**config.mk**
```make
export PLATFORM = sky130hd
export DESIGN_NAME = tmr_timebase
export DESIGN_NICKNAME = d
export VERILOG_FILES = /design/src/rtl/tmr_pkg.sv /design/src/rtl/tmr_prescaler.sv /design/src/rtl/tmr_counter.sv /design/src/rtl/tmr_update_ctl.sv /design/src/rtl/tmr_timebase.sv
export SDC_FILE = /design/constraint.sdc
export NUM_CORES = 1
export LEC_CHECK = 0
export ABC_AREA = 1
export BUFFER_PORTS_ARGS = -buffer_cell sky130_fd_sc_hd__buf_2
export CELL_PAD_IN_SITES_DETAIL_PLACEMENT = 1
export CELL_PAD_IN_SITES_GLOBAL_PLACEMENT = 1
export CORE_ASPECT_RATIO = 1.2
export CORE_MARGIN = 3
export CORE_UTILIZATION = 47
export CTS_BUF_LIST = sky130_fd_sc_hd__clkbuf_8 sky130_fd_sc_hd__clkbuf_16
export DETAILED_ROUTE_END_ITERATION = 8
export PLACE_DENSITY = 0.89
export REMOVE_ABC_BUFFERS = 1
export SETUP_SLACK_MARGIN = 0.2
export SLEW_MARGIN = 5
export SYNTH_ARGS = -nofsm -noshare
export SYNTH_HDL_FRONTEND = slang
export SYNTH_HIERARCHICAL = 1
export SYNTH_SLANG_ARGS = --single-unit
```
**constraint.sdc**
```tcl
create_clock -name clk -period 7.4 [get_ports clk]
set_input_delay 1.48 -clock clk [delete_from_list [all_inputs] [get_ports clk]]
set_output_delay 1.48 -clock clk [all_outputs]
set_load 0.01 [all_outputs]
```
**src/rtl/tmr_pkg.sv**
```systemverilog
package tmr_pkg;
  typedef enum logic [1:0] {
    MODE_UP     = 2'd0,
    MODE_DOWN   = 2'd1,
    MODE_CENTER = 2'd2
  } tmr_mode_e;

  function automatic tmr_mode_e decode_mode(input logic [1:0] raw);
    case (raw)
      2'd0:    decode_mode = MODE_UP;
      2'd1:    decode_mode = MODE_DOWN;
      default: decode_mode = MODE_CENTER;
    endcase
  endfunction
endpackage

```
**src/rtl/tmr_prescaler.sv**
```systemverilog
module tmr_prescaler #(
  parameter int PSC_W = 16
) (
  input  logic             clk,
  input  logic             rst_n,
  input  logic             tick_en,
  input  logic             clr,
  input  logic             ld,
  input  logic [PSC_W-1:0] psc_pre,
  output logic             tick_o
);
  logic [PSC_W-1:0] psc_sh;
  logic [PSC_W-1:0] psc_cnt;

  assign tick_o = tick_en && !clr && (psc_cnt == psc_sh);

  always_ff @(posedge clk or negedge rst_n) begin
    if (!rst_n) begin
      psc_sh  <= '0;
      psc_cnt <= '0;
    end else begin
      if (ld) psc_sh <= psc_pre;
      if (clr)          psc_cnt <= '0;
      else if (tick_o)  psc_cnt <= '0;
      else if (tick_en) psc_cnt <= psc_cnt + 1'b1;
    end
  end
endmodule

```
**src/rtl/tmr_counter.sv**
```systemverilog
module tmr_counter
  import tmr_pkg::*;
#(
  parameter int CNT_W = 16
) (
  input  logic             clk,
  input  logic             rst_n,
  input  logic             tick,
  input  logic             force_upd,
  input  logic             ld,
  input  tmr_mode_e        mode,
  input  logic [CNT_W-1:0] arr_pre,
  output logic [CNT_W-1:0] cnt,
  output logic [CNT_W-1:0] arr_sh,
  output logic             dir_dn,
  output logic             ovf
);
  logic at_top, at_zero, run;

  assign at_top  = (cnt >= arr_sh);
  assign at_zero = (cnt == '0);
  assign run     = tick && !force_upd && (arr_sh != '0);

  always_comb begin
    ovf = 1'b0;
    if (run) begin
      case (mode)
        MODE_UP:   ovf = at_top;
        MODE_DOWN: ovf = at_zero;
        default:   ovf = dir_dn ? at_zero : at_top;
      endcase
    end
  end

  always_ff @(posedge clk or negedge rst_n) begin
    if (!rst_n) begin
      cnt    <= '0;
      arr_sh <= '1;
      dir_dn <= 1'b0;
    end else begin
      if (ld) arr_sh <= arr_pre;
      if (force_upd) begin
        cnt    <= (mode == MODE_DOWN) ? arr_pre : '0;
        dir_dn <= (mode == MODE_DOWN);
      end else begin
        case (mode)
          MODE_UP: begin
            dir_dn <= 1'b0;
            if (run) cnt <= at_top ? '0 : cnt + 1'b1;
          end
          MODE_DOWN: begin
            dir_dn <= 1'b1;
            if (run) cnt <= at_zero ? arr_sh : cnt - 1'b1;
          end
          default: begin
            if (run) begin
              if (dir_dn) begin
                if (at_zero) begin
                  cnt    <= {{(CNT_W-1){1'b0}}, 1'b1};
                  dir_dn <= 1'b0;
                end else begin
                  cnt <= cnt - 1'b1;
                end
              end else begin
                if (at_top) begin
                  cnt    <= arr_sh - 1'b1;
                  dir_dn <= 1'b1;
                end else begin
                  cnt <= cnt + 1'b1;
                end
              end
            end
          end
        endcase
      end
    end
  end
endmodule

```
**src/rtl/tmr_update_ctl.sv**
```systemverilog
module tmr_update_ctl (
  input  logic clk,
  input  logic rst_n,
  input  logic ovf,
  input  logic force_upd,
  input  logic ovf_only,
  output logic upd_now,
  output logic evt_q,
  output logic irq_q
);
  assign upd_now = ovf | force_upd;

  always_ff @(posedge clk or negedge rst_n) begin
    if (!rst_n) begin
      evt_q <= 1'b0;
      irq_q <= 1'b0;
    end else begin
      evt_q <= upd_now;
      irq_q <= ovf | (force_upd & ~ovf_only);
    end
  end
endmodule

```
**src/rtl/tmr_timebase.sv**
```systemverilog
module tmr_timebase
  import tmr_pkg::*;
#(
  parameter int CNT_W = 16,
  parameter int PSC_W = 16
) (
  input  logic             clk,
  input  logic             rst_n,
  input  logic             tick_en,
  input  logic             sw_upd,
  input  logic             trig_edge,
  input  logic             psc_wr,
  input  logic [PSC_W-1:0] psc_wdata,
  input  logic             arr_wr,
  input  logic [CNT_W-1:0] arr_wdata,
  input  logic             mode_wr,
  input  logic [1:0]       mode_wdata,
  input  logic             urs_wr,
  input  logic             urs_wdata,
  output logic [CNT_W-1:0] cnt_q,
  output logic             cnt_down,
  output logic             upd_evt,
  output logic             upd_irq
);
  logic [PSC_W-1:0] psc_pre;
  logic [CNT_W-1:0] arr_pre;
  logic [CNT_W-1:0] arr_sh;
  tmr_mode_e        mode_q;
  logic             urs_q;
  logic             force_upd, psc_tick, ovf, upd_now;

  assign force_upd = sw_upd | trig_edge;

  always_ff @(posedge clk or negedge rst_n) begin
    if (!rst_n) begin
      psc_pre <= '0;
      arr_pre <= '1;
      mode_q  <= MODE_UP;
      urs_q   <= 1'b0;
    end else begin
      if (psc_wr)  psc_pre <= psc_wdata;
      if (arr_wr)  arr_pre <= arr_wdata;
      if (mode_wr) mode_q  <= decode_mode(mode_wdata);
      if (urs_wr)  urs_q   <= urs_wdata;
    end
  end

  tmr_prescaler #(.PSC_W(PSC_W)) u_psc (
    .clk(clk), .rst_n(rst_n), .tick_en(tick_en), .clr(force_upd),
    .ld(upd_now), .psc_pre(psc_pre), .tick_o(psc_tick)
  );

  tmr_counter #(.CNT_W(CNT_W)) u_cnt (
    .clk(clk), .rst_n(rst_n), .tick(psc_tick), .force_upd(force_upd),
    .ld(upd_now), .mode(mode_q), .arr_pre(arr_pre), .cnt(cnt_q),
    .arr_sh(arr_sh), .dir_dn(cnt_down), .ovf(ovf)
  );

  tmr_update_ctl u_upd (
    .clk(clk), .rst_n(rst_n), .ovf(ovf), .force_upd(force_upd),
    .ovf_only(urs_q), .upd_now(upd_now), .evt_q(upd_evt), .irq_q(upd_irq)
  );
endmodule

```
==> run summary <==
Synth Register Bits -> 102
Switching power -> 0.627 mW
Critical path type -> flip-flop to flip-flop
Post-CTS resize count -> 0
Clk_lat worst skew -> 0.36 ns
HPWL Detailed -> 17900 um
Clock share of power -> 31.1%
Avg Cell Area, Syn -> 6.70 um^2
Remaining Overflow, GRT -> 0
Root Buffer -> clkbuf_16
Fin. Hold Viols -> 0
Combinational share of power -> 28.2%
Post-synth EDFFs -> 0
Sequential Power Share -> 40.7%
Share of flip-flops with an asynchronous set or reset -> 100%
Fill cells -> 2079
Hold Crit Class -> flip-flop to flip-flop
Final net count -> 1218
Int Pwr -> 1.08 mW
Cts hold-fix bufs -> 0
Global-route wire length before repair -> 39900 um
Clock Skew -> 0.0137 ns
Port bufs -> 62
Sequential element share of the synthesized area -> 34.7%
Pin count of the biggest net entering global routing -> 67
Final cell area excluding filler cells -> 8150 um^2
CTS tree -> yes
Commonest cells in the netlist -> nand2_1 (364), inv_1 (142), nor2_1 (111)
WL/cell -> 18.0 um
Post-CTS setup buffers -> 0
Num CTS Buffers -> 9
Slew @ Worst Pin -> 1.20 ns
HP Start -> arr_pre[10]
Netlist cell types -> 41
Vias/cell -> 5.44
Core ar. -> 15300 um^2
Synth warn -> 6
Gate Count Post-Synth -> 1114
RePlAce Congestion -> 0.928
Row count -> 49
Die width -> 121 um
Crit path capture type -> flip-flop
Antenna Diode Count -> 0
Final setup viols -> 0
Detailed Route WL -> 24500 um
Clk buf depth -> 2
CTS Sinks -> 102
Initial antenna violation count -> 0
Net Sw Frac -> 36.8%
DRC -> 0
R2r startpoint -> u_cnt/arr_sh[13]
Worst rel slew slack -> 19.8%
Fin Setup TNS -> 0 ns
Layout cell share with drive strength beyond 1 -> 15.5%
Worst R2R Path Depth -> 12
Minimum clock period -> 5.05 ns
Worst-path clk slew -> 0.07 ns
DIE AREA -> 17400 um^2
Crit path max fanout -> 65
Mapped Area -> 7470 um^2
RR Endpoint -> u_cnt/arr_sh[5]
Period utilisation layout -> 68.3%
Worst VDD drop -> 0.114 mV
Top-count cell post-synth -> nand2_1
Initial core utilization -> 48.9%
Top Ports -> 63
All-Layer GR Usage -> 28.9%
Max Slew Vio Count -> 0
Number of global-route vias before repair -> 7841
Hold EP -> arr_pre[10]
Area growth syn-to-layout -> 9.10%
Yosys top cell by area -> dfrtp_1
H-tree Lvls -> 3
Vias -> 7409
Leak -> 4.19 nW
Reg2reg setup slack -> 2.35 ns
Crit path DAT -> 5.26 ns
Placed instance area -> 7820 um^2
CP Launch Type -> flip-flop
Hold Path Depth -> 2
Max Cap Viol -> 0
DRT antenna net count -> 0
RSZ-0062 raised after global routing -> no
Main area contributors after synthesis -> dfrtp_1 (23%), nand2_1 (18%), dfstp_2 (11%)
Outcome -> finished, final reports clean
Max Fclk -> 0.198 GHz
Share of the synthesized area in the top cell type -> 23.5%
Initial drt markers -> 414
Most used DFF post-synth -> dfrtp_1
Chip Height -> 144 um
Power per cell area -> 209 nW/um^2
Worst endpoint required time -> 7.61 ns
Drt first pass iters -> 5
how the worst max path moves through the flow:
| stage | start | endpoint | slack [ns] | cells after the start |
|---|---|---|---|---|
| 6_report | u_cnt/arr_sh[13] | u_cnt/arr_sh[5] | 2.35 | 12 |
| 3_3_place_gp | u_cnt/arr_sh[13] | u_psc/psc_sh[14] | 2.81 | 12 |
| 4_1_cts | u_cnt/arr_sh[13] | u_psc/psc_sh[15] | 2.45 | 12 |
| 5_1_grt | u_cnt/arr_sh[13] | u_psc/psc_sh[14] | 1.95 | 12 |
| 2_1_floorplan | u_cnt/arr_sh[15] | u_psc/psc_sh[0] | 3.60 | 12 |
| 3_5_place_dp | u_cnt/arr_sh[13] | u_psc/psc_sh[15] | 2.62 | 12 |
final cells by class:
cell class | instances | area [um^2] | share of cell area (%)
Clock buffer | 9 | 225 | 2.76
Timing Repair Buffer | 66 | 343 | 4.21
Clock inverter | 7 | 105 | 1.29
Inverter | 151 | 567 | 6.96
Sequential cell | 102 | 2590 | 31.8
Tap cell | 204 | 255 | 3.13
Multi-Input combinational cell | 822 | 4060 | 49.8
logic make-up after synthesis:
kind of cell	count (synthesis)	synth area share [%]
compound gates	146	11.0
xor+xnor	33	3.87
fa+ha+maj	22	3.69
buf+inv	190	10.9
flops	102	34.7
simple gates	621	35.8
state kept, by name, indices dropped and copies added, names as in the netlist:
name           flops
urs_q              1
u_cnt/arr_sh      16
u_psc/psc_cnt     16
u_cnt/dir_dn       1
u_cnt/cnt         16
psc_pre           16
u_upd/evt_q        1
mode_q             2
u_psc/psc_sh      16
u_upd/irq_q        1
arr_pre           16
power groups by stage:
stage | sequential, mW | combinational, mW | clock (mW)
2_1_floorplan | 0.681 | 0.311 | 0
3_3_place_gp | 0.698 | 0.445 | 0
3_5_place_dp | 0.702 | 0.462 | 0
4_1_cts | 0.694 | 0.476 | 0.538
5_1_grt | 0.703 | 0.538 | 0.563
6_report | 0.694 | 0.480 | 0.531
metal layers:
metal	track usage [%]	vias up	share of wire [%]
met3	3.25	58	4.2
met4	11.2	0	3.4
li1	-	3566	-
met5	0	-	0
met2	54.0	204	53
met1	33.8	3581	40
stage by stage:
step	hold slack, ns	worst slack, ns	power, mW	util, %	instances
2_1_floorplan	0.450	3.60	0.992	-	1075
3_3_place_gp	0.462	2.81	1.14	51.2	1345
3_5_place_dp	0.469	2.62	1.16	51.2	1345
4_1_cts	0.488	2.45	1.71	53.4	1361
5_1_grt	0.501	1.95	1.80	53.4	1361
6_report	0.484	2.35	1.70	53.4	1361
worst max-delay path: stages (launching register included):
cell and delay (ns):
dfstp_2 0.56, inv_1 0.11, ha_1 0.33, nand2_1 0.10, nor4_1 0.56, nand2_1 0.68
nand2_1 0.73, nand2_1 0.14, o21ai_0 0.11, a22oi_1 0.09, a21oi_1 0.25, or2_2 0.92
o21ai_0 0.31
placed cells by master, fill, tap and decap left out, types with 3 or more instances in the layout:
cell	netlist	final
nand3_1	78	78
a21oi_2	4	4
o21ai_2	11	11
a21oi_1	56	56
o21ai_0	62	62
ha_1	22	22
buf_2	13	61
nor2_4	4	4
inv_2	7	7
clkinvlp_4	0	3
inv_1	142	142
nand2_1	364	364
nand3_2	3	3
nor2_2	16	16
nor3_1	5	5
nor2_1	111	111
nand4_1	18	18
dfrtp_1	70	70
o21ai_1	4	4
nand2_2	10	10
dfstp_2	32	32
buf_4	5	5
clkbuf_16	0	9
xor2_1	33	33
Note: power is estimated with default switching activity, not from simulation.
